`src/rtl/strx_pkg.sv`:
```
package strx_pkg;

    typedef enum logic [2:0] {
        K_MOVE  = 3'd0,
        K_CMP   = 3'd1,
        K_SCAN  = 3'd2,
        K_LOAD  = 3'd3,
        K_STORE = 3'd4
    } kind_e;

    typedef enum logic [1:0] {
        P_NONE  = 2'd0,
        P_REP   = 2'd1,
        P_REPE  = 2'd2,
        P_REPNE = 2'd3
    } pfx_e;

    typedef enum logic [2:0] {
        S_IDLE,
        S_CHECK,
        S_SRC_LO,
        S_SRC_HI,
        S_DST_LO,
        S_DST_HI,
        S_UPDATE,
        S_FINISH
    } state_e;

    function automatic kind_e decode_kind(input logic [2:0] code);
        kind_e k;
        unique case (code)
            3'd1:    k = K_CMP;
            3'd2:    k = K_SCAN;
            3'd3:    k = K_LOAD;
            3'd4:    k = K_STORE;
            default: k = K_MOVE;
        endcase
        return k;
    endfunction

endpackage

```
`src/rtl/strx_phys_addr.sv`:
```
module strx_phys_addr #(
    parameter int SEG_W     = 16,
    parameter int OFF_W     = 16,
    parameter int SEG_SHIFT = 4,
    localparam int ADDR_W   = SEG_W + SEG_SHIFT
) (
    input  logic [SEG_W-1:0]  seg_i,
    input  logic [OFF_W-1:0]  off_i,
    input  logic              hi_i,
    output logic [ADDR_W-1:0] addr_o
);
    logic [OFF_W-1:0] off_eff;

    always_comb begin
        off_eff = off_i + OFF_W'(hi_i);
        addr_o  = {seg_i, {SEG_SHIFT{1'b0}}} + ADDR_W'(off_eff);
    end
endmodule

```
`src/rtl/strx_ptr_step.sv`:
```
module strx_ptr_step #(
    parameter int OFF_W = 16
) (
    input  logic [OFF_W-1:0] ptr_i,
    input  logic             word_i,
    input  logic             down_i,
    output logic [OFF_W-1:0] ptr_o
);
    logic [OFF_W-1:0] delta;

    always_comb begin
        delta = word_i ? OFF_W'(2) : OFF_W'(1);
        ptr_o = down_i ? (ptr_i - delta) : (ptr_i + delta);
    end
endmodule

```
`src/rtl/strx_elem_cmp.sv`:
```
module strx_elem_cmp #(
    parameter int BYTE_W = 8,
    localparam int WORD_W = 2 * BYTE_W
) (
    input  logic [WORD_W-1:0] lhs_i,
    input  logic [WORD_W-1:0] rhs_i,
    input  logic              word_i,
    output logic              equal_o
);
    logic [WORD_W-1:0] diff;

    always_comb begin
        diff    = lhs_i - rhs_i;
        equal_o = word_i ? (diff == '0) : (diff[BYTE_W-1:0] == '0);
    end
endmodule

```
`src/rtl/strx_engine.sv`:
```
module strx_engine
    import strx_pkg::*;
#(
    parameter int SEG_W     = 16,
    parameter int OFF_W     = 16,
    parameter int SEG_SHIFT = 4,
    parameter int BYTE_W    = 8,
    localparam int ADDR_W   = SEG_W + SEG_SHIFT,
    localparam int WORD_W   = 2 * BYTE_W
) (
    input  logic              clk,
    input  logic              rst_n,
    input  logic              start,
    input  logic [5:0]        opcode,
    input  logic [OFF_W-1:0]  si_init,
    input  logic [OFF_W-1:0]  di_init,
    input  logic [OFF_W-1:0]  cx_init,
    input  logic [SEG_W-1:0]  ds_init,
    input  logic [SEG_W-1:0]  es_init,
    input  logic              df_init,
    input  logic [WORD_W-1:0] ax_init,
    output logic              mem_req,
    output logic              mem_we,
    output logic [ADDR_W-1:0] mem_addr,
    output logic [BYTE_W-1:0] mem_wdata,
    input  logic              mem_ack,
    input  logic [BYTE_W-1:0] mem_rdata,
    output logic [OFF_W-1:0]  si,
    output logic [OFF_W-1:0]  di,
    output logic [OFF_W-1:0]  cx,
    output logic [WORD_W-1:0] ax,
    output logic              zf,
    output logic              busy,
    output logic              done
);
    localparam int N_PTR = 2;

    state_e            st_q, st_d;
    kind_e             kind_q;
    pfx_e              pfx_q;
    logic              word_q, df_q;
    logic [OFF_W-1:0]  si_q, di_q, cx_q;
    logic [SEG_W-1:0]  ds_q, es_q;
    logic [WORD_W-1:0] ax_q, src_q, dst_q;
    logic              zf_q;

    logic              uses_src, uses_dst, is_cmp, dst_write, has_pfx;
    logic              elem_eq, again;
    logic [OFF_W-1:0]  cx_dec;
    state_e            first_st;

    logic [SEG_W-1:0]  acc_seg;
    logic [OFF_W-1:0]  acc_off;
    logic              acc_hi;
    logic [WORD_W-1:0] wr_src, cmp_lhs;

    logic [OFF_W-1:0]  ptr_cur [N_PTR];
    logic [OFF_W-1:0]  ptr_nxt [N_PTR];

    // operation roles
    always_comb begin
        uses_src  = (kind_q == K_MOVE) || (kind_q == K_CMP) || (kind_q == K_LOAD);
        uses_dst  = (kind_q != K_LOAD);
        is_cmp    = (kind_q == K_CMP) || (kind_q == K_SCAN);
        dst_write = (kind_q == K_MOVE) || (kind_q == K_STORE);
        has_pfx   = (pfx_q != P_NONE);
        first_st  = uses_src ? S_SRC_LO : S_DST_LO;
        cx_dec    = cx_q - OFF_W'(1);
        wr_src    = (kind_q == K_MOVE) ? src_q : ax_q;
        cmp_lhs   = (kind_q == K_SCAN) ? ax_q : src_q;
    end

    // repeat decision
    always_comb begin
        again = 1'b0;
        if (has_pfx && (cx_dec != '0)) begin
            if (!is_cmp) begin
                again = 1'b1;
            end else begin
                unique case (pfx_q)
                    P_REPE:  again = elem_eq;
                    P_REPNE: again = !elem_eq;
                    default: again = 1'b1;
                endcase
            end
        end
    end

    strx_elem_cmp #(.BYTE_W(BYTE_W)) u_cmp (
        .lhs_i  (cmp_lhs),
        .rhs_i  (dst_q),
        .word_i (word_q),
        .equal_o(elem_eq)
    );

    assign ptr_cur[0] = si_q;
    assign ptr_cur[1] = di_q;

    for (genvar g = 0; g < N_PTR; g++) begin : g_step
        strx_ptr_step #(.OFF_W(OFF_W)) u_step (
            .ptr_i (ptr_cur[g]),
            .word_i(word_q),
            .down_i(df_q),
            .ptr_o (ptr_nxt[g])
        );
    end

    // address source select
    always_comb begin
        if ((st_q == S_SRC_LO) || (st_q == S_SRC_HI)) begin
            acc_seg = ds_q;
            acc_off = si_q;
        end else begin
            acc_seg = es_q;
            acc_off = di_q;
        end
        acc_hi = (st_q == S_SRC_HI) || (st_q == S_DST_HI);
    end

    strx_phys_addr #(.SEG_W(SEG_W), .OFF_W(OFF_W), .SEG_SHIFT(SEG_SHIFT)) u_addr (
        .seg_i (acc_seg),
        .off_i (acc_off),
        .hi_i  (acc_hi),
        .addr_o(mem_addr)
    );

    // state register
    always_ff @(posedge clk or negedge rst_n) begin
        if (!rst_n) st_q <= S_IDLE;
        else        st_q <= st_d;
    end

    // next state
    always_comb begin
        st_d = st_q;
        unique case (st_q)
            S_IDLE:   if (start) st_d = S_CHECK;
            S_CHECK:  st_d = (has_pfx && (cx_q == '0)) ? S_FINISH : first_st;
            S_SRC_LO: if (mem_ack)
                          st_d = word_q ? S_SRC_HI
                                        : ((kind_q == K_LOAD) ? S_UPDATE : S_DST_LO);
            S_SRC_HI: if (mem_ack) st_d = (kind_q == K_LOAD) ? S_UPDATE : S_DST_LO;
            S_DST_LO: if (mem_ack) st_d = word_q ? S_DST_HI : S_UPDATE;
            S_DST_HI: if (mem_ack) st_d = S_UPDATE;
            S_UPDATE: st_d = again ? S_CHECK : S_FINISH;
            S_FINISH: st_d = S_IDLE;
            default:  st_d = S_IDLE;
        endcase
    end

    // outputs
    always_comb begin
        mem_req   = 1'b0;
        mem_we    = 1'b0;
        mem_wdata = wr_src[BYTE_W-1:0];
        unique case (st_q)
            S_SRC_LO, S_SRC_HI: mem_req = 1'b1;
            S_DST_LO: begin
                mem_req = 1'b1;
                mem_we  = dst_write;
            end
            S_DST_HI: begin
                mem_req   = 1'b1;
                mem_we    = dst_write;
                mem_wdata = wr_src[WORD_W-1:BYTE_W];
            end
            default: ;
        endcase
        busy = (st_q != S_IDLE);
        done = (st_q == S_FINISH);
        si   = si_q;
        di   = di_q;
        cx   = cx_q;
        ax   = ax_q;
        zf   = zf_q;
    end

    // datapath registers
    always_ff @(posedge clk or negedge rst_n) begin
        if (!rst_n) begin
            kind_q <= K_MOVE;
            pfx_q  <= P_NONE;
            word_q <= 1'b0;
            df_q   <= 1'b0;
            si_q   <= '0;
            di_q   <= '0;
            cx_q   <= '0;
            ds_q   <= '0;
            es_q   <= '0;
            ax_q   <= '0;
            src_q  <= '0;
            dst_q  <= '0;
            zf_q   <= 1'b0;
        end else begin
            unique case (st_q)
                S_IDLE: if (start) begin
                    kind_q <= decode_kind(opcode[2:0]);
                    word_q <= opcode[3];
                    pfx_q  <= pfx_e'(opcode[5:4]);
                    df_q   <= df_init;
                    si_q   <= si_init;
                    di_q   <= di_init;
                    cx_q   <= cx_init;
                    ds_q   <= ds_init;
                    es_q   <= es_init;
                    ax_q   <= ax_init;
                end
                S_SRC_LO: if (mem_ack) src_q[BYTE_W-1:0] <= mem_rdata;
                S_SRC_HI: if (mem_ack) src_q[WORD_W-1:BYTE_W] <= mem_rdata;
                S_DST_LO: if (mem_ack && !dst_write) dst_q[BYTE_W-1:0] <= mem_rdata;
                S_DST_HI: if (mem_ack && !dst_write) dst_q[WORD_W-1:BYTE_W] <= mem_rdata;
                S_UPDATE: begin
                    if (uses_src) si_q <= ptr_nxt[0];
                    if (uses_dst) di_q <= ptr_nxt[1];
                    if (has_pfx)  cx_q <= cx_dec;
                    if (is_cmp)   zf_q <= elem_eq;
                    if (kind_q == K_LOAD) begin
                        if (word_q) ax_q <= src_q;
                        else        ax_q[BYTE_W-1:0] <= src_q[BYTE_W-1:0];
                    end
                end
                default: ;
            endcase
        end
    end
endmodule

```
`config.mk`:
```
export PLATFORM = sky130hd
export DESIGN_NAME = strx_engine
export DESIGN_NICKNAME = d
export VERILOG_FILES = /design/src/rtl/strx_pkg.sv /design/src/rtl/strx_phys_addr.sv /design/src/rtl/strx_ptr_step.sv /design/src/rtl/strx_elem_cmp.sv /design/src/rtl/strx_engine.sv
export SDC_FILE = /design/constraint.sdc
export NUM_CORES = 1
export LEC_CHECK = 0
export BUFFER_PORTS_ARGS = -buffer_cell sky130_fd_sc_hd__buf_2
export CORE_ASPECT_RATIO = 0.8
export CORE_UTILIZATION = 35
export CTS_CLUSTER_SIZE = 12
export DETAILED_ROUTE_END_ITERATION = 12
export GPL_TIMING_DRIVEN = 0
export PLACE_DENSITY_LB_ADDON = 0.12
export SLEW_MARGIN = 25
export SYNTH_ARGS = -nofsm -noshare
export SYNTH_HDL_FRONTEND = slang
export SYNTH_HIERARCHICAL = 1
export SYNTH_SLANG_ARGS = --single-unit
```
`constraint.sdc`:
```
create_clock -name clk -period 11.6 [get_ports clk]
set_clock_uncertainty 0.05 [all_clocks]
set_input_delay 0.58 -clock clk [delete_from_list [all_inputs] [get_ports clk]]
set_output_delay 0.58 -clock clk [all_outputs]
set_load 0.05 [all_outputs]
```
# Word-level counts from Yosys, hierarchy flattened
# Index checks and enable logic that the tools add are counted.
# totals
reg_bits	139
latch_bits	0
mem_bits_rw	0
rom_bits	0
inputBits	115
out_inout_bits	97
elab_cells	127
mem_count	0
# classes
n_addsub	8
mul	0
div	0
magnitude_cmp	0
n_eq_ne	28
shift	0
muxes	40
bitwise	0
reduce_logical	34
# ops
op	n
$mux W16	14
$pmux W16 S2	4
$sub A16 B16 Y16	3
$add A16 B16 Y16	2
$logic_not A16 Y1	2
$mux W3	9
$pmux W3 S8	1
$add A20 B16 Y20	1
$ne A2 B2 Y1 const B	10
$eq A3 B2 Y1 const B	6
$eq A3 B3 Y1 const B	6
$add A16 B1 Y16	1
$mux W8	2
$reduce_bool A16 Y1	1
$sub A16 B1 Y16 const B	1
$pmux W3 S4	1
$reduce_and A2 Y1	6
$reduce_and A3 Y1	4
$eq A3 B1 Y1 const B	3
$logic_not A8 Y1	1
$logic_not A3 Y1	2
$logic_or A1 B1 Y1	6
$mux W2	3
$mux W1	5
other kinds (11)	16

# Longest topological paths before layout
# Gate-level depths: netlist (run 1).
# depth
word_depth	11
depth_mapped	19
depth_no_buf	17

# Hierarchy
# The synthesis (run 1) kept the hierarchy.
# by_module_without_submodules
module	instances	cells_each	area_each_um2	seq_area_each_um2
strx_engine	1	812	7211.9	3478.3
strx_ptr_step	2	97	732.0	0.0
strx_phys_addr	1	125	933.4	0.0
strx_elem_cmp	1	111	787.0	0.0

# Least setup slack after synthesis (run 1)
# Ideal clock, no wire load.
# synth_timing
kind	reg-to-output
from	register st_q[1]
to	output port mem_addr[18]
arrival_time_ns	4.073
required_time_ns	10.970
setup_slack_ns	6.897
path_stages_with_launch	19
path_buffers	4
path_cell_list	dfrtp_1 buf_2 nor2b_1 clkbuf_1 clkbuf_1 nand2_1 nand2_1 ha_1 ha_1 nand3_1 nor2_1 nand3_1 xnor2_1 ha_1 clkbuf_2 nand4_1 nor4_1 o311ai_2 xnor2_1
# synth_between
elab_chain_cells	5
word_cells_on_any_way	9
cone_classes	add/sub (2); eq/ne (3); mux (2); reduce/logical (2)
# synth_lines
item	line	source
start: declaration	strx_engine.sv:38	state_e st_q, st_d;
start signal: assignment	strx_engine.sv:130	else st_q <= st_d;
$eq A3 B2 Y1	strx_engine.sv:110	if ((st_q == S_SRC_LO) || (st_q == S_SRC_HI)) begin
$logic_or A1 B1 Y1 *	strx_engine.sv:110	
$mux W16 *	strx_engine.sv:110	
named net acc_off[0]	strx_engine.sv:53	logic [OFF_W-1:0] acc_off;
$add A16 B1 Y16 *	strx_phys_addr.sv:15	off_eff = off_i + OFF_W'(hi_i);
$add A20 B16 Y20 *	strx_phys_addr.sv:16	addr_o = {seg_i, {SEG_SHIFT{1'b0}}} + ADDR_W'(off_eff);
end: declaration	strx_engine.sv:24	output logic [ADDR_W-1:0] mem_addr,
# Mark *: on every way through the listed nets, which the timed path passes. The rest lies on a longest branch.

# Worst setup path in the final report (run 1)
# Ends and elaborated chain as after synthesis.

==> results_dict.tcl, run 1 <==
set metrics [dict create \
    synth.distinct_cells 83 \
    worst_slew_margin_rel_pct 36.5 \
    area_growth_pct 20.5 \
    die_h_um 156 \
    cts.sink_count 139 \
    dp.cells 1830 \
    detailed_place_hpwl_um 27100 \
    postSynth.asyncResetShare_pct 100 \
    critical_path.endpoint_type "output pin" \
    wl_met1_um 18200 \
    ctsRootBufferMaster "sky130_fd_sc_hd__clkbuf_16" \
    dieArea_um2 30400 \
    drc_violations 0 \
    pin_count 212 \
    hold_violations 0 \
    via_count 9833 \
    clock_insertion_delay_at_the_later_pin_of_the_skew_report_ns 0.43 \
    finalWeightedCongestion 0.882 \
    met2_wire_length_um 15000 \
    fp-row-count 56 \
    netlist_instances 1242 \
    worstHoldPathType "input pin to asynchronous set/reset pin" \
    synth.area.top_cells "sky130_fd_sc_hd__dfrtp_1 33%, sky130_fd_sc_hd__nand2_1 12%, sky130_fd_sc_hd__ha_1 7.6%, sky130_fd_sc_hd__mux2_2 5.3%, sky130_fd_sc_hd__xnor2_1 4.0%" \
    layout.cells.non_filler 1864 \
    layout_worst_path_cycle_share_pct 50.5 \
    grt_setup_unrepaired "no" \
    maximum_count_of_clock_buffers_along_a_single_path 2 \
    synth-edff-count 0 \
    postCtsSetupRepairBufs 0 \
    final_antenna_net_count 0 \
    syn-cell-area_um2 10400 \
    yosys_most_used_dff "sky130_fd_sc_hd__dfrtp_1" \
    timing.max_cap.violations 0 \
    synth_top_cell_by_area "sky130_fd_sc_hd__dfrtp_1" \
    synth.avg_cell_area_um2 8.37 \
    timing_worst_setup_path_type "register to output pin" \
    cts_tree "yes" \
    first_global_vias 9287 \
    min_period_ns 5.86 \
    groute.usage.overall_pct 23.7 \
    drtPass1Iterations 8 \
    worst-endpoint-arrival_ns 5.23 \
    ys_top_cells_by_count "327 x sky130_fd_sc_hd__nand2_1, 139 x sky130_fd_sc_hd__dfrtp_1, 71 x sky130_fd_sc_hd__nor2_1" \
    grt_start_max_net_pins 72 \
    start_kind "register" \
    synthDominantCellAreaShare_pct 33.5 \
    tightestPinTransition_ns 0.953 \
    fmaxAchievable_mhz 171 \
    timing.critical_path.fanout_max 10 \
    placed_area_um2 12000 \
    finalNetCount 1653 \
    timing.critical_path.required_ns 10.97 \
    global_route_wire_length_before_repair_um 54800 \
    portBuffers 210 \
    layout.filler_cells 3072 \
    path_clk_slew_ns 0.07 \
    routed_wire_length_per_instance_um 19.1 \
    final.setup.tns_ns 0 \
    crit_path_start "st_q[1]$_DFFE_PN0P_" \
    setup_violations 0 \
    yosys.cell_count.top_type "sky130_fd_sc_hd__nand2_1" \
    final-seq-area_um2 3480 \
    via_per_inst 5.28 \
    drt_wl_total_um 35500 \
    chipWidth_um 195 \
    drive_gt1_share_pct 24.5 \
    cts_hold_repair.buffers 0 \
    total_nets_after_synthesis 1423 \
    cts_htree_levels 4 \
    cts_resized 0 \
    highest_layer "met5" \
    detail_route.iter0.violations 653 \
    final_util_pct 42.8 \
    yosys_warnings 6 \
    combined_area_of_the_multi_input_logic_cells_um2 6490 \
    outcome "finished clean" \
    fin_area_um2 12500 \
    grt_antenna_before_repair 3 \
    overflow 0 \
    postSynthRegisterBits 139 \
    final_max_slew_viol_count 0 \
    core_area_um2 29300 \
    cts_buffers 17 \
    wl_met3_um 1960 \
    critical_path.reg2reg.startpoint "kind_q[1]$_DFFE_PN0P_" \
    seq_area_frac_synth_pct 33.5 \
    initial_core_util_pct 35.5 \
]
-- cells in the final DEF, fill, tap and decap left out, types with 15 or more instances in the layout --
master / n
sky130_fd_sc_hd__mux2_2: 49
sky130_fd_sc_hd__a31oi_1: 31
sky130_fd_sc_hd__mux2i_1: 27
sky130_fd_sc_hd__dfrtp_1: 138
sky130_fd_sc_hd__a21oi_1: 63
sky130_fd_sc_hd__clkbuf_16: 17
sky130_fd_sc_hd__nand2b_1: 16
sky130_fd_sc_hd__nand2_1: 327
sky130_fd_sc_hd__nor2_1: 71
sky130_fd_sc_hd__xnor2_1: 47
sky130_fd_sc_hd__inv_1: 50
sky130_fd_sc_hd__nand3_1: 24
sky130_fd_sc_hd__ha_1: 63
sky130_fd_sc_hd__buf_2: 223
sky130_fd_sc_hd__xor2_1: 15
sky130_fd_sc_hd__clkbuf_1: 37
sky130_fd_sc_hd__o21ai_0: 54
sky130_fd_sc_hd__a21o_1: 15
-- cells by family after synthesis --
| group | share of synthesized area [%] |
|---|---|
| xor gates and xnor gates | 5.38 |
| buffers and inverters | 4.13 |
| muxes | 9.64 |
| AOI/OAI and AO/OA | 17.3 |
| and+or+nand+nor | 21.9 |
| adders and majority gates | 8.26 |
| DFF | 33.5 |
-- critical path: stages (launching register included) --
cell	delay (ns)
sky130_fd_sc_hd__dfrtp_1	0.34
sky130_fd_sc_hd__buf_2	0.19
sky130_fd_sc_hd__nor2b_1	0.14
sky130_fd_sc_hd__clkbuf_1	0.54
sky130_fd_sc_hd__clkbuf_1	0.37
sky130_fd_sc_hd__nand2_1	0.10
sky130_fd_sc_hd__nand2_1	0.07
sky130_fd_sc_hd__ha_1	0.20
sky130_fd_sc_hd__ha_1	0.20
sky130_fd_sc_hd__nand3_1	0.12
sky130_fd_sc_hd__nor2_1	0.38
sky130_fd_sc_hd__nand4_1	0.18
sky130_fd_sc_hd__xnor2_1	0.25
sky130_fd_sc_hd__ha_1	0.34
sky130_fd_sc_hd__a211o_1	0.28
sky130_fd_sc_hd__a31oi_1	0.26
sky130_fd_sc_hd__nor4_1	0.15
sky130_fd_sc_hd__o311ai_2	0.26
sky130_fd_sc_hd__xnor2_1	0.15
sky130_fd_sc_hd__buf_2	0.28
-- metrics by stage --
stage / hold WS, ns / worst slack [ns]
detailed placement: 0.412 / 6.25
global placement: 0.406 / 6.34
CTS: 0.0854 / 5.78
floorplan: 0.234 / 6.90
finish: 0.0589 / 5.74
global route: 0.0961 / 5.35
-- flip-flops by register name, indices dropped and copies added, names as in the netlist --
register,flops
si,16
src_q,16
ax,16
df_q,1
cx,16
kind_q,3
es_q,16
di,16
pfx_q,2
st_q,3
word_q,1
zf,1
ds_q,16
dst_q,16
-- layer usage --
layer | global-route usage [%] | vias up
met3 | 4.28 | 23
met2 | 34.1 | 270
met1 | 36.2 | 4740
met4 | 4.91 | 2
met5 | 0 | -
li1 | - | 4798
-- area by class of cell --
cell class,count,area share [%]
clock inverter,13,0.939
multi-input combinational,996,51.8
clock buffer,19,3.54
antenna,2,0.0399
buffer,57,1.93
sequential,139,27.8
inverter,50,1.50
timing repair buffer,211,8.69
tap,377,3.76
-- final timing paths --
path	end	slack, ns	cells after the start
worst max-delay path	mem_addr[18]	5.74	19
worst min-delay path	ds_q[10]$_DFFE_PN0P_	0.06	1
worst max register to register	st_q[1]$_DFFE_PN0P_	6.45	17
worst min register to register	es_q[0]$_DFFE_PN0P_	0.43	2
max in group asynchronous	cx[2]$_DFFE_PN0P_	10.67	2
min in group clk	ds_q[14]$_DFFE_PN0P_	0.29	3
Power of run 1 is not shown: default switching activity piles up to over one toggle a cycle in this logic, so the estimate is an artifact.
==> run 2: changes to the inputs <==
--- a/config.mk
+++ b/config.mk
@@ -5,6 +5,7 @@
 export SDC_FILE = /design/constraint.sdc
 export NUM_CORES = 1
 export LEC_CHECK = 0
+export ABC_AREA = 1
 export BUFFER_PORTS_ARGS = -buffer_cell sky130_fd_sc_hd__buf_2
 export CORE_ASPECT_RATIO = 0.8
 export CORE_UTILIZATION = 35
==> constraint.sdc (replaced) <==
create_clock -name clk -period 4.8 [get_ports clk]
set_clock_uncertainty 0.05 [all_clocks]
set_input_delay 0.24 -clock clk [delete_from_list [all_inputs] [get_ports clk]]
set_output_delay 0.24 -clock clk [all_outputs]
set_load 0.05 [all_outputs]
==> results_dict.tcl, run 2 <==
set metrics [dict create \
    global_route_wire_length_before_repair_um 62600 \
    grt_antenna_before_repair 4 \
    drive_gt1_share_pct 16.4 \
    yosys.cell_count.top_type "sky130_fd_sc_hd__nand2_1" \
    initial_core_util_pct 36.0 \
    final_antenna_net_count 0 \
    synth-edff-count 0 \
    finalNetCount 2267 \
    rr_worst_depth 26 \
    clock_insertion_delay_at_the_later_pin_of_the_skew_report_ns 0.44 \
    ys_top_cells_by_count "718 x sky130_fd_sc_hd__nand2_1, 273 x sky130_fd_sc_hd__inv_1, 139 x sky130_fd_sc_hd__dfrtp_1" \
    slowest_delay_ns 0.43 \
    timing.critical_path.fanout_max 10 \
    drc_violations 0 \
    postSynth.asyncResetShare_pct 100 \
    synth.area.top_cells "sky130_fd_sc_hd__dfrtp_1 30%, sky130_fd_sc_hd__nand2_1 23%, sky130_fd_sc_hd__inv_1 8.9%, sky130_fd_sc_hd__ha_1 6.9%, sky130_fd_sc_hd__o21ai_0 4.4%" \
    ctsRootBufferMaster "sky130_fd_sc_hd__clkbuf_16" \
    netlist_instances 1815 \
    fin_area_um2 14100 \
    critical_path.reg2reg.startpoint "kind_q[2]$_DFFE_PN0P_" \
    chipWidth_um 204 \
    grt_setup_unrepaired "no" \
    critPathCapture "mem_addr[19]" \
    maximum_count_of_clock_buffers_along_a_single_path 2 \
    synth.distinct_cells 47 \
    yosys_most_used_dff "sky130_fd_sc_hd__dfrtp_1" \
    syn-cell-area_um2 11500 \
    core_area_um2 31900 \
    first_global_vias 11456 \
    postCtsSetupRepairBufs 0 \
    path_clk_slew_ns 0.06 \
    min_period_ns 4.40 \
    crit_chain "inv_2 -> nor2_2 -> nand2_1 -> nand2_4 -> inv_4 -> clkbuf_4 -> nand2_1 -> nand2_1 -> ha_1 -> ha_1 -> nand2_1 -> nor2_4 -> nand3_4 -> nor2_2 -> xor2_1 -> ha_1 -> nand2_1 -> inv_1 -> nand2_1 -> nand2_1 -> a21oi_1 -> nand3_1 -> nand2_1 -> buf_2" \
    cp_top_family "simple AND/OR/NAND/NOR gates" \
    leading_cell_type_in_the_layout_fill_and_taps_excluded "sky130_fd_sc_hd__nand2_1" \
    cts.sink_count 139 \
    timing.max_cap.violations 0 \
    finalWeightedCongestion 0.905 \
    synth.avg_cell_area_um2 6.32 \
    detailed_place_hpwl_um 31900 \
    grt_start_max_net_pins 73 \
    routed_wire_length_per_instance_um 15.9 \
    critical_path.endpoint_type "output pin" \
    drt_wl_total_um 40100 \
    timing.critical_path.required_ns 4.51 \
    worst_reg2reg_setup_slack_ns 0.74 \
    cell_repeated_most_along_the_worst_path "sky130_fd_sc_hd__nand2_1" \
    cts_htree_levels 4 \
    seq_area_frac_synth_pct 30.3 \
    total_nets_after_synthesis 1996 \
    placed_area_um2 13100 \
    drtPass1Iterations 5 \
    dieArea_um2 33500 \
    via_per_inst 4.87 \
    overflow 0 \
    postSynthRegisterBits 139 \
    synthDominantCellAreaShare_pct 30.3 \
    worstHoldPathType "input pin to register" \
    setup_violations 0 \
    worstReg2RegEnd "st_q[1]$_DFFE_PN0P_" \
    cts_buffers 17 \
    via_count 12262 \
    worst-endpoint-arrival_ns 4.11 \
    fin_hold_ws_ns 0.0124 \
    layout_worst_path_cycle_share_pct 91.7 \
    outcome "finished clean" \
    worst_slew_margin_rel_pct 51.9 \
    tightestPinTransition_ns 0.721 \
    critPathBufInv 5 \
    timing_worst_setup_path_type "register to output pin" \
    fmaxAchievable_mhz 227 \
    hold_violations 0 \
    final_max_slew_viol_count 0 \
    groute.usage.overall_pct 24.3 \
    die_h_um 164 \
    portBuffers 211 \
    fp-row-count 58 \
    slowest_stage "sky130_fd_sc_hd__dfrtp_1" \
    final_cell_mix "718 x sky130_fd_sc_hd__nand2_1, 273 x sky130_fd_sc_hd__inv_1, 231 x sky130_fd_sc_hd__buf_2" \
    detail_route.iter0.violations 960 \
    cp_num_cells 24 \
    area_growth_pct 23.2 \
    final.setup.tns_ns 0 \
    cts_tree "yes" \
    synth_top_cell_by_area "sky130_fd_sc_hd__dfrtp_1" \
    final_util_pct 44.4 \
    pin_count 212 \
    start_kind "register" \
    yosys_warnings 6 \
    crit_path_start "st_q[1]$_DFFE_PN0P_" \
]
## run 2: cell count changes after synthesis, sizes merged, moves of 27 or more
cell,previous run,this run
mux2,49,1
inv,50,284
nand3,24,65
xnor2,47,10
nand2,328,743
mux2i,27,0
nor2,73,144
o21ai,67,114
## run 2: cell type report
cell class	count	area (um^2)
Inverter	284	1070
Tap cell	420	526
Timing Repair Buffer	252	1500
Clock buffer	21	460
Sequential cell	139	3480
Antenna cell	2	5.00
Fill cell	3393	17700
Multi-Input combinational cell	1342	6730
Clock inverter	10	141
Buffer	50	236
## run 2: repair_timing
| action | 4_1_cts | 5_1_grt |
|---|---|---|
| endpoints found under the setup margin | 0 | 12 |
| resized for setup | 0 | 13 |
| hold endpoints to repair | 109 | 0 |
| hold buffers | 40 | 0 |
## run 2: cell families (layout without fill, tap and decap cells)
family,Yosys count,count (layout),synth area share [%]
and+or+nand+nor,991,991,35.6
other,0,2,0
DFF,139,139,30.3
adders and majority gates,66,66,7.39
buffers and inverters,334,617,11.3
muxes,1,1,0.0981
xor gates and xnor gates,45,45,3.43
AOI/OAI and AO/OA,239,239,11.8
## run 2: how the worst min path moves through the flow
stage / from / endpoint / slack [ns] / depth (start not counted)
5_1_grt: si_init[5] / si[5]$_DFFE_PN0P_ / 0.004 / 3
3_5_place_dp: rst_n / dst_q[13]$_DFFE_PN0P_ / 0.22 / 1
4_1_cts: si_init[5] / si[5]$_DFFE_PN0P_ / 0.001 / 3
6_report: df_init / df_q$_DFFE_PN0P_ / 0.01 / 3
2_1_floorplan: rst_n / ax[0]$_DFFE_PN0P_ / -0.11 / 0
3_3_place_gp: es_init[4] / es_q[4]$_DFFE_PN0P_ / 0.39 / 3
## run 2: worst register-to-register path, stage by stage, from the launching register on
cell                       delay, ns
sky130_fd_sc_hd__dfrtp_1        0.43
sky130_fd_sc_hd__inv_1          0.09
sky130_fd_sc_hd__nand3_1        0.21
sky130_fd_sc_hd__clkbuf_1       0.31
sky130_fd_sc_hd__o21ai_0        0.58
sky130_fd_sc_hd__ha_1           0.44
sky130_fd_sc_hd__nand2_2        0.15
sky130_fd_sc_hd__inv_1          0.05
sky130_fd_sc_hd__nand2_1        0.06
sky130_fd_sc_hd__nand2_1        0.08
sky130_fd_sc_hd__a21oi_1        0.18
sky130_fd_sc_hd__nand2_1        0.08
sky130_fd_sc_hd__nand2_1        0.06
sky130_fd_sc_hd__nand2_1        0.05
sky130_fd_sc_hd__nor2_1         0.08
sky130_fd_sc_hd__nand2_1        0.06
sky130_fd_sc_hd__nor2_1         0.12
sky130_fd_sc_hd__nor2_1         0.05
sky130_fd_sc_hd__nor2_1         0.16
sky130_fd_sc_hd__nand2_1        0.10
sky130_fd_sc_hd__xor2_1         0.14
sky130_fd_sc_hd__nand2_1        0.11
sky130_fd_sc_hd__nand2_1        0.06
sky130_fd_sc_hd__nand2_1        0.08
sky130_fd_sc_hd__nand2_1        0.06
sky130_fd_sc_hd__nand2_1        0.06
sky130_fd_sc_hd__nand2_1        0.05
## run 2: metrics by stage
stage / setup WS, ns / cells
CTS: 0.0785 / 2518
global route: 0.0508 / 2520
global placement: 0.545 / 2446
finish: 0.398 / 2520
detailed placement: 0.560 / 2447
floorplan: 0.774 / 1815
## run 2: per-layer routing
metal | up-vias | wire length, um | GRT usage, %
li1 | 6221 | - | -
met1 | 5647 | 20700 | 36.4
met2 | 343 | 16400 | 35.8
met3 | 47 | 2150 | 4.07
met4 | 4 | 792 | 6.45
met5 | - | 22 | 0
Power of run 2 is left out for the same reason.
==> run 3: changes to the inputs <==
--- a/config.mk
+++ b/config.mk
@@ -5,12 +5,12 @@
 export SDC_FILE = /design/constraint.sdc
 export NUM_CORES = 1
 export LEC_CHECK = 0
-export ABC_AREA = 1
 export BUFFER_PORTS_ARGS = -buffer_cell sky130_fd_sc_hd__buf_2
 export CORE_ASPECT_RATIO = 0.8
 export CORE_UTILIZATION = 35
 export CTS_CLUSTER_SIZE = 12
 export DETAILED_ROUTE_END_ITERATION = 12
+export GPL_ROUTABILITY_DRIVEN = 0
 export GPL_TIMING_DRIVEN = 0
 export PLACE_DENSITY_LB_ADDON = 0.12
 export SLEW_MARGIN = 25
==> results_dict.tcl, run 3 (synthesized netlist as in run 1, its figures left out) <==
set metrics [dict create \
    outcome "finished clean" \
    layout_worst_path_cycle_share_pct 94.4 \
    timing.critical_path.fanout_max 10 \
    final_cell_mix "325 x sky130_fd_sc_hd__nand2_1, 216 x sky130_fd_sc_hd__buf_2, 138 x sky130_fd_sc_hd__dfrtp_1" \
    finalNetCount 1703 \
    min_period_ns 4.53 \
    fp-row-count 56 \
    routed_wire_length_per_instance_um 18.8 \
    global_route_wire_length_before_repair_um 55500 \
    grt_antenna_before_repair 4 \
    worst_slew_margin_rel_pct 32.5 \
    cts.sink_count 139 \
    chipWidth_um 195 \
    fmaxAchievable_mhz 221 \
    timing.critical_path.required_ns 4.51 \
    setup_ws_ns 0.268 \
    setup_violations 0 \
    via_per_inst 5.24 \
    layout.filler_cells 3024 \
    dieArea_um2 30400 \
    first_global_vias 9502 \
    area_growth_pct 26.5 \
    core_area_um2 29300 \
    pin_count 212 \
    worstHoldPathType "input pin to register" \
    final_max_slew_viol_count 0 \
    leading_cell_type_in_the_layout_fill_and_taps_excluded "sky130_fd_sc_hd__nand2_1" \
    preCtsSetupSlack_ns -0.206 \
    grt_start_max_net_pins 72 \
    start_kind "register" \
    groute.usage.overall_pct 23.9 \
    critical_path.endpoint_type "output pin" \
    drt_wl_total_um 36000 \
    via_count 10030 \
    tightestPinTransition_ns 1.00 \
    worst-endpoint-arrival_ns 4.24 \
    final_antenna_net_count 0 \
    cts_buffers 17 \
    timing_worst_setup_path_type "register to output pin" \
    detailed_place_hpwl_um 27100 \
    maximum_count_of_clock_buffers_along_a_single_path 2 \
    path_clk_slew_ns 0.06 \
    timing.max_cap.violations 0 \
    detail_route.iter0.violations 583 \
    cts_htree_levels 4 \
    ctsRootBufferMaster "sky130_fd_sc_hd__clkbuf_16" \
    drive_gt1_share_pct 25.4 \
    die_h_um 156 \
    portBuffers 210 \
    clock_insertion_delay_at_the_later_pin_of_the_skew_report_ns 0.43 \
    initial_core_util_pct 35.5 \
    drtPass1Iterations 5 \
    cts_tree "yes" \
    drc_violations 0 \
    overflow 0 \
    hold_violations 0 \
]
## run 3: cell types whose count changed in the layout (fill, tap and decap cells not counted), moves of 16 or more
cell / previous run / this run
sky130_fd_sc_hd__inv_1: 273 / 49
sky130_fd_sc_hd__xnor2_1: 10 / 46
sky130_fd_sc_hd__xor2_1: 35 / 15
sky130_fd_sc_hd__nor2_1: 123 / 69
sky130_fd_sc_hd__nand2_1: 718 / 325
sky130_fd_sc_hd__nand2b_1: 0 / 16
sky130_fd_sc_hd__nand2_2: 23 / 2
sky130_fd_sc_hd__mux2_2: 1 / 49
sky130_fd_sc_hd__o21ai_0: 102 / 53
sky130_fd_sc_hd__nand3_1: 60 / 23
sky130_fd_sc_hd__mux2i_1: 0 / 27
## run 3: through the flow
step           hold slack [ns]  TNS [ns]  cells  utilization [%]  area (um^2)
2_1_floorplan           -0.106         0   1242                -        10400
3_3_place_gp             0.383    -0.533   1829             40.7        11900
3_5_place_dp             0.210     -1.27   1830             40.8        12000
4_1_cts               0.000270         0   1909             44.6        13100
5_1_grt                0.00397   -0.0121   1913             44.9        13100
6_report               0.00962         0   1915             44.9        13200
## run 3: area by class of cell
| cell class | count | area, um^2 | share of cell area (%) |
|---|---|---|---|
| multi-input cells | 996 | 6590 | 50.1 |
| flip-flops and latches | 139 | 3480 | 26.5 |
| repair buffers | 262 | 1600 | 12.2 |
| well taps | 377 | 472 | 3.59 |
| clock buffers | 19 | 443 | 3.37 |
| plain buffers | 56 | 263 | 2.00 |
| inverters | 50 | 188 | 1.43 |
| clock inverters | 13 | 118 | 0.894 |
| diodes | 3 | 7.51 | 0.0571 |
## run 3: final timing paths
check	startpoint	end	slack (ns)	cells after the start
max	st_q[1]$_DFFE_PN0P_	mem_addr[18]	0.27	20
min in group asynchronous	rst_n	ds_q[8]$_DFFE_PN0P_	0.31	2
min reg2reg	es_q[5]$_DFFE_PN0P_	es_q[5]$_DFFE_PN0P_	0.43	2
min	es_init[1]	es_q[1]$_DFFE_PN0P_	0.01	3
max reg2reg	kind_q[0]$_DFFE_PN0P_	st_q[1]$_DFFE_PN0P_	0.48	18
max in group asynchronous	rst_n	cx[2]$_DFFE_PN0P_	3.62	3
## run 3: routing by layer
| metal | up-vias | part of all wire [%] | global-route usage (%) |
|---|---|---|---|
| met5 | - | 0.022 | 0 |
| met4 | 2 | 0.88 | 5.37 |
| met3 | 20 | 5.0 | 4.32 |
| met2 | 267 | 43 | 34.4 |
| met1 | 4840 | 51 | 36.4 |
| li1 | 4901 | - | - |
## run 3: critical path, stage by stage, from the launching register on
cell	delay (ns)
sky130_fd_sc_hd__dfrtp_1	0.35
sky130_fd_sc_hd__clkbuf_4	0.20
sky130_fd_sc_hd__nor2b_1	0.17
sky130_fd_sc_hd__buf_6	0.16
sky130_fd_sc_hd__buf_4	0.16
sky130_fd_sc_hd__nand2_1	0.06
sky130_fd_sc_hd__nand2_1	0.07
sky130_fd_sc_hd__ha_2	0.19
sky130_fd_sc_hd__ha_1	0.21
sky130_fd_sc_hd__nand3_2	0.13
sky130_fd_sc_hd__nor2_4	0.18
sky130_fd_sc_hd__buf_4	0.13
sky130_fd_sc_hd__nand3_1	0.08
sky130_fd_sc_hd__xnor2_1	0.17
sky130_fd_sc_hd__ha_1	0.29
sky130_fd_sc_hd__clkbuf_4	0.17
sky130_fd_sc_hd__nand4_1	0.16
sky130_fd_sc_hd__nor4_2	0.40
sky130_fd_sc_hd__o311ai_2	0.13
sky130_fd_sc_hd__xnor2_1	0.15
sky130_fd_sc_hd__buf_4	0.22
## run 3: repair_timing
item	CTS	global route
hold buffers	46	0
pin swaps	0	6
endpoints found under the hold margin	113	0
gates resized for setup	18	28
endpoints found under the setup margin	14	13
setup buffers	1	4
Power of run 3 is left out for the same reason.
